## config.mk

```make
export PLATFORM = sky130hd
export DESIGN_NAME = edge_interval_meter
export DESIGN_NICKNAME = d
export VERILOG_FILES = /design/src/rtl/ivm_pkg.sv /design/src/rtl/ivm_prescaler.sv /design/src/rtl/ivm_edge_detect.sv /design/src/rtl/ivm_core.sv /design/src/rtl/edge_interval_meter.sv
export SDC_FILE = /design/constraint.sdc
export NUM_CORES = 1
export LEC_CHECK = 0
export ABC_AREA = 1
export CORE_UTILIZATION = 60
export CTS_CLUSTER_DIAMETER = 30
export DETAILED_ROUTE_END_ITERATION = 8
export GPL_ROUTABILITY_DRIVEN = 0
export PLACE_DENSITY = 0.84
export SLEW_MARGIN = 20
export SYNTH_ARGS = -nofsm -noshare
export SYNTH_HDL_FRONTEND = slang
export SYNTH_HIERARCHICAL = 1
export SYNTH_SLANG_ARGS = --single-unit
```

## constraint.sdc

```tcl
create_clock -name clk -period 5.2 [get_ports clk]
set_clock_uncertainty 0.1 [all_clocks]
set_input_delay 1.04 -clock clk [delete_from_list [all_inputs] [get_ports clk]]
set_output_delay 1.04 -clock clk [all_outputs]
set_load 0.05 [all_outputs]
```

## src/rtl/ivm_pkg.sv

```systemverilog
package ivm_pkg;
    typedef enum logic {
        EDGE_RISE = 1'b0,
        EDGE_FALL = 1'b1
    } edge_pol_e;
endpackage

```

## src/rtl/ivm_prescaler.sv

```systemverilog
module ivm_prescaler #(
    parameter int PRE_W = 9
) (
    input  logic clk,
    input  logic rst_n,
    input  logic en_i,
    input  logic slow_i,
    output logic tick_o
);
    logic [PRE_W-1:0] div_d, div_q;

    always_comb begin
        div_d = en_i ? div_q + 1'b1 : '0;
        if (slow_i) tick_o = en_i && (&div_q);
        else        tick_o = en_i && (&div_q[PRE_W-2:0]);
    end

    always_ff @(posedge clk) begin
        if (!rst_n) div_q <= '0;
        else        div_q <= div_d;
    end


    tick_gap_chk: assert property (@(posedge clk) disable iff (!rst_n)
        tick_o |=> !tick_o);
endmodule

```

## src/rtl/ivm_edge_detect.sv

```systemverilog
module ivm_edge_detect
    import ivm_pkg::*;
(
    input  logic clk,
    input  logic rst_n,
    input  logic sig_i,
    input  logic pol_i,
    output logic edge_o
);
    logic      prev_d, prev_q;
    edge_pol_e pol;

    always_comb begin
        pol    = edge_pol_e'(pol_i);
        prev_d = sig_i;
        if (pol == EDGE_FALL) edge_o = prev_q && !sig_i;
        else                  edge_o = !prev_q && sig_i;
    end

    always_ff @(posedge clk) begin
        if (!rst_n) prev_q <= 1'b0;
        else        prev_q <= prev_d;
    end
endmodule

```

## src/rtl/ivm_core.sv

```systemverilog
module ivm_core #(
    parameter int CNT_W = 8
) (
    input  logic             clk,
    input  logic             rst_n,
    input  logic             en_i,
    input  logic             edge_i,
    input  logic             tick_i,
    output logic [CNT_W-1:0] result_o,
    output logic             ivl_o,
    output logic             ovf_o
);
    localparam logic [CNT_W-1:0] CNT_MAX = '1;

    typedef struct packed {
        logic             run;
        logic             done;
        logic [CNT_W-1:0] cnt;
        logic [CNT_W-1:0] res;
        logic             ivl;
        logic             ovf;
    } core_st_t;

    core_st_t st_d, st_q;

    always_comb begin
        st_d     = st_q;
        st_d.ivl = 1'b0;
        st_d.ovf = 1'b0;
        if (!en_i) begin
            st_d.run  = 1'b0;
            st_d.done = 1'b0;
            st_d.cnt  = '0;
        end else if (edge_i) begin
            if (st_q.run && !st_q.done) begin
                st_d.res = st_q.cnt;
                st_d.ivl = 1'b1;
            end
            st_d.run  = 1'b1;
            st_d.done = 1'b0;
            st_d.cnt  = '0;
        end else if (tick_i && st_q.run && !st_q.done) begin
            if (st_q.cnt == CNT_MAX) begin
                st_d.res  = CNT_MAX;
                st_d.ovf  = 1'b1;
                st_d.done = 1'b1;
            end else begin
                st_d.cnt = st_q.cnt + 1'b1;
            end
        end
    end

    always_ff @(posedge clk) begin
        if (!rst_n) st_q <= '0;
        else        st_q <= st_d;
    end

    assign result_o = st_q.res;
    assign ivl_o    = st_q.ivl;
    assign ovf_o    = st_q.ovf;


    irq_excl_chk: assert property (@(posedge clk) disable iff (!rst_n)
        !(st_q.ivl && st_q.ovf));

    ovf_res_chk: assert property (@(posedge clk) disable iff (!rst_n)
        st_q.ovf |-> st_q.res == CNT_MAX);

    idle_chk: assert property (@(posedge clk) disable iff (!rst_n)
        !en_i |=> !st_q.ivl && !st_q.ovf && st_q.cnt == '0);

    edge_clear_chk: assert property (@(posedge clk) disable iff (!rst_n)
        en_i && edge_i |=> st_q.cnt == '0 && st_q.run);

    ovf_once_chk: assert property (@(posedge clk) disable iff (!rst_n)
        st_q.done && !edge_i |=> !st_q.ovf);

    sat_hold_chk: assert property (@(posedge clk) disable iff (!rst_n)
        en_i && !edge_i && st_q.cnt == CNT_MAX |=> st_q.cnt == CNT_MAX);
endmodule

```

## src/rtl/edge_interval_meter.sv

```systemverilog
module edge_interval_meter #(
    parameter int CNT_W = 8,
    parameter int PRE_W = 9
) (
    input  logic             clk,
    input  logic             rst_n,
    input  logic             enable,
    input  logic             fall_sel,
    input  logic             slow_sel,
    input  logic             sig_in,
    output logic [CNT_W-1:0] interval,
    output logic             irq_interval,
    output logic             irq_overflow
);
    logic tick, qual_edge;

    ivm_prescaler #(.PRE_W(PRE_W)) u_pre (
        .clk   (clk),
        .rst_n (rst_n),
        .en_i  (enable),
        .slow_i(slow_sel),
        .tick_o(tick)
    );

    ivm_edge_detect u_edge (
        .clk   (clk),
        .rst_n (rst_n),
        .sig_i (sig_in),
        .pol_i (fall_sel),
        .edge_o(qual_edge)
    );

    ivm_core #(.CNT_W(CNT_W)) u_core (
        .clk     (clk),
        .rst_n   (rst_n),
        .en_i    (enable),
        .edge_i  (qual_edge),
        .tick_i  (tick),
        .result_o(interval),
        .ivl_o   (irq_interval),
        .ovf_o   (irq_overflow)
    );
endmodule

```

# After elaboration in Yosys (flattened, before gate mapping)
# Index checks and enable logic that the tools add are counted.
dict set report totals {
  ff_bits 30
  latchBits 0
  mem_bits_rw 0
  romBits 0
  in_bits 6
  out_inout_bits 10
  elab_cells 44
  mem_count 0
}
dict set report classes {
  add_sub_neg 2
  n_mul 0
  div_mod_pow 0
  magnitude_cmp 0
  n_eq_ne 2
  n_shift 0
  mux 7
  bitwise_logic 4
  n_reduce_logical 21
}
# cell n
set ops {}
lappend ops {{2-to-1 mux 8 bit} 3}
lappend ops {{adder 9 x 1 -> 9 bit, second input constant} 1}
lappend ops {{2-to-1 mux 9 bit} 1}
lappend ops {{AND reduction 9 bit} 1}
lappend ops {{adder 8 x 1 -> 8 bit, second input constant} 1}
lappend ops {{== test 8 bit, second input constant} 1}
lappend ops {{AND reduction 8 bit} 1}
lappend ops {{logical AND 1 bit} 7}
lappend ops {{AND reduction 2 bit} 3}
lappend ops {{NOT 1 bit} 4}
lappend ops {{AND reduction 4 bit} 1}
lappend ops {{nonzero test 2 bit} 2}
lappend ops {{OR reduction 4 bit} 1}
lappend ops {{zero test 1 bit} 3}
lappend ops {{2-to-1 mux 1 bit} 3}
lappend ops {{AND reduction 3 bit} 1}
lappend ops {{OR reduction 3 bit} 1}
lappend ops {{inequality test 2 x 1 -> 1 bit, second input constant} 1}

# Depth between registers and ports, before layout
dict set report logic_depth {
  word_depth 7
  ltp_mapped 15
  mapped_depth_nobuf 15
}

# By module
# The synthesis kept the hierarchy.
# mod n_inst cells_per_inst area_each_um2 seq_area_each_um2
set by_module_without_submodules {}
lappend by_module_without_submodules {ivm_core 1 157 1113.6 400.4}
lappend by_module_without_submodules {ivm_prescaler 1 58 400.4 180.2}
lappend by_module_without_submodules {ivm_edge_detect 1 9 52.6 20.0}

# Worst setup path before layout
# OpenSTA, ideal clock, no wires.
dict set report synth_path {
  kind {input -> register}
  start {in slow_sel}
  end {reg u_core.st_q, in the netlist u_core/result_o[5]}
  setup_ns 0.115
  arrival_ns 1.944
  t_required_ns 4.985
  slack_ns 3.041
  stages 9
  n_path_buf 1
  path_cell_list {inv_1 > o21ai_0 > a21oi_1 > nand3_2 > a21boi_4 > buf_6 > nand3_1 > nand2_1 > nor2_1}
}
dict set report synth_via {
  elab_chain_cells 5
}
# element line_no
set synth_lines {}
lappend synth_lines {{from (decl)} edge_interval_meter.sv:9} ;# input logic slow_sel,
lappend synth_lines {{2-to-1 mux 1 bit} ivm_prescaler.sv:14} ;# if (slow_i) tick_o = en_i && (&div_q);
lappend synth_lines {{named net tick} edge_interval_meter.sv:15} ;# logic tick, qual_edge;
lappend synth_lines {{logical AND 1 bit (2 in a row)} ivm_core.sv:42} ;# end else if (tick_i && st_q.run && !st_q.done) begin
lappend synth_lines {{nonzero test 2 bit (no source line)} n/a}
lappend synth_lines {{AND reduction 4 bit (no source line)} n/a}
lappend synth_lines {{to (signal assigned)} ivm_core.sv:55} ;# else st_q <= st_d;
lappend synth_lines {{to (decl)} ivm_core.sv:24} ;# core_st_t st_d, st_q;
# The timed path passes the listed nets, and every way through them passes these cells.
# A chain may end at the register's enable or synchronous reset.

# Worst setup path in the final report
dict set report layout_path {
  start {in sig_in}
  end {reg u_core.st_q, in the netlist u_core/result_o[1]}
}
dict set report layout_via {
  elab_chain_cells 5
  elab_cells_between_ends 9
  cone_classes {eq/ne (1); mux (2); reduce/logical (6)}
}
# element line_no
set layout_lines {}
lappend layout_lines {{from (decl)} edge_interval_meter.sv:10} ;# input logic sig_in,
lappend layout_lines {{zero test 1 bit} ivm_edge_detect.sv:16} ;# if (pol == EDGE_FALL) edge_o = prev_q && !sig_i;
lappend layout_lines {{logical AND 1 bit} ivm_edge_detect.sv:16}
lappend layout_lines {{2-to-1 mux 1 bit *} ivm_edge_detect.sv:16}
lappend layout_lines {{named net qual_edge} edge_interval_meter.sv:15}
lappend layout_lines {{inequality test 2 x 1 -> 1 bit (no source line) / nonzero test 2 bit (equally long branches)} n/a}
lappend layout_lines {{AND reduction 4 bit (no source line)} n/a}
# The timed path passes the listed nets; every way through them passes the cells marked *.

==> results.toml <==
[status]
status = "finished, final reports clean"

[yosys]
avgSynthCellArea_um2 = 6.99
synth_nets = 233
syn_area_mm2 = 0.00157
synth-adder-area-share = 0.0240
synth_top_family_by_area = "simple AND/OR/NAND/NOR gates"
synth-compound-area-share = 0.119
ys_seq_area_frac = 0.383
synth.area.mux_share = 0
synthTopCellsByArea = "dfxtp_1 38%, nand2_1 11%, inv_1 7.9%"
synth-seq-cells = 30
synth_top_area_share = 0.383
synth_xor_area_frac = 0.00559
yosysUniqueCellTypes = 25
synth_warnings = 6
yosys.area.top_type = "dfxtp_1"
synth_simple_gate_area_share = 0.314
syn-instance-count = 224

[critical_path]
cp-end-kind = "register"
cp_max_fo = 16
slowest_delay_ps = 500
crit_family = "buffers and inverters"
worstPathCellList = "clkdlybuf4s50_1, nand3_1, nand2_1, inv_1, a21boi_4, nand3_1, nand2_1, nor2_1"
cp_data_arrival_time_ps = 2700
critical_path_class = "in2reg"
cp_slowest_cell = "clkdlybuf4s50_1"
critPathBufInv = 2
worstPathRequired_ps = 5310
critPathLaunchType = "primary input"

[finish]
finalCoreUtilization = 0.698
diodes = 0
syn_to_final_growth_pct = 10.4
n_fill_cell = 235
final_common_cell = "nand2_1"
drive_above_1_share = 0.102
fin_area_mm2 = 0.00173
final_cell_mix = "47 x nand2_1, 33 x inv_1, 30 x dfxtp_1"
layout.nets = 243

[floorplanning]
die_h_um = 53.1
rows = 18
io_pins = 16
die_w_um = 53.1
core-area_mm2 = 0.00248
initial_utilization = 0.632
die_area_mm2 = 0.00282

[cts]
clk_pin_slew_ps = 90
cts_buffer_depth = 2
clockRootBuffer = "clkbuf_4"
post_cts_buffers = 0
hold_buffers = 0
cts.sinks = 30
numCtsBuffers = 5
cts_tree = "built"
insertion_delay_ps = 320
cts_max_level = 2
post_cts_resized = 0

[routing]
finalWirelength_mm = 2.48
antenna_left = 0
wl_per_cell_um = 9.36
firstDrtPassIters = 4
via_count = 1257
viasPerCell = 4.74
drc = 0
drtIter0Drc = 20

[sta]
min_period_ps = 2590
worst_slew_pin_slew_ps = 496
setup_ws_ps = 2610
finalMaxSlewViolations = 0
final.period_utilization = 0.499
hold_viol_final = 0
slew_headroom = 0.668
fin_tns_setup_ps = 0
setup_violations = 0
fmax_ghz = 0.386
rsz0062_at_grt = "false"

[power]
pwr_density_cell_mw_per_mm2 = 253
irDropWorstVdd_mv = 0.265
leakagePower_uw = 0.000703

[min_path]
hp-class = "reg2reg"

[grt]
grt_pass1_vias = 1076
antenna_found_initial = 0
grt_pass1_wl_mm = 4.36
groute.usage.overall = 0.213
grt_max_degree = 17
grt_overflow = 0

[place]
dpl-instance-area_mm2 = 0.00165
place_ws_ps = 2290
dpl.hpwl_mm = 1.82
numPortBuffers = 15

[job]
drv_cap = 0
==> through the flow <==
stage / cells / total power (uW) / hold WS, ps
after floorplan: 224 / 258 / 340
after global placement: 257 / 265 / 361
after detailed placement: 257 / 265 / 370
after CTS: 265 / 443 / 388
after global routing: 265 / 458 / 408
final: 265 / 437 / 386
==> cell families after synthesis <==
| family | Yosys count |
|---|---|
| and+or+nand+nor | 107 |
| buffers and inverters | 49 |
| AOI/OAI and AO/OA | 34 |
| DFF | 30 |
| adders and majority gates | 3 |
| xor gates and xnor gates | 1 |
==> report_power, final <==
group	total [uW]	internal (uW)	switching, uW
logic	26.8	9.77	17.1
clock network	178	99.6	78.1
registers	233	231	1.50
total	437	341	96.6
==> synth_stat cells <==
library cell,n
nor2_4,2
inv_1,33
o21bai_1,1
nor3_2,1
a21oi_1,19
buf_12,1
clkbuf_1,1
nand2_4,2
nand2_2,2
nand3_1,16
o21ai_0,13
xor2_1,1
nand4_1,1
ha_1,3
nand3_2,3
buf_6,1
nor2_1,29
buf_4,9
inv_2,4
nor3_1,2
a21boi_4,1
nand2_1,47
dfxtp_1,30
or2_0,1
nor2_2,1
==> cell type report <==
class | count | area (um^2) | area share
Clock buffer | 5 | 37.5 | 0.0217
Clock inverter | 3 | 40.0 | 0.0232
Inverter | 37 | 139 | 0.0803
Multi-Input combinational cell | 145 | 724 | 0.419
Sequential cell | 30 | 601 | 0.347
Tap cell | 30 | 37.5 | 0.0217
Timing Repair Buffer | 15 | 150 | 0.0868
==> path summary, 6_finish.rpt <==
kind                       start                  to  slack [ps]  cells after the start
hold reg to reg   u_pre/div_q[0]      u_pre/div_q[0]         390                      1
setup / recovery          sig_in  u_core/result_o[1]        2610                      8
setup reg to reg  u_pre/div_q[0]  u_core/result_o[1]        2890                     13
hold / removal    u_pre/div_q[0]      u_pre/div_q[0]         390                      1
==> per-layer routing <==
layer,up-vias,track usage,wire length (um)
li1,710,-,-
met3,2,0.0603,90
met2,27,0.331,1030
met1,518,0.276,1340
met4,0,0.0789,20
met5,-,0,0
==> state kept, by name (all words and copies together), names as in the netlist <==
| name | cells |
|---|---|
| u_pre/div_q | 9 |
| u_core/st_q | 10 |
| u_core/ivl_o | 1 |
| u_edge/prev_q | 1 |
| u_core/ovf_o | 1 |
| u_core/result_o | 8 |
No activity file was read; power rests on OpenSTA's default activity.
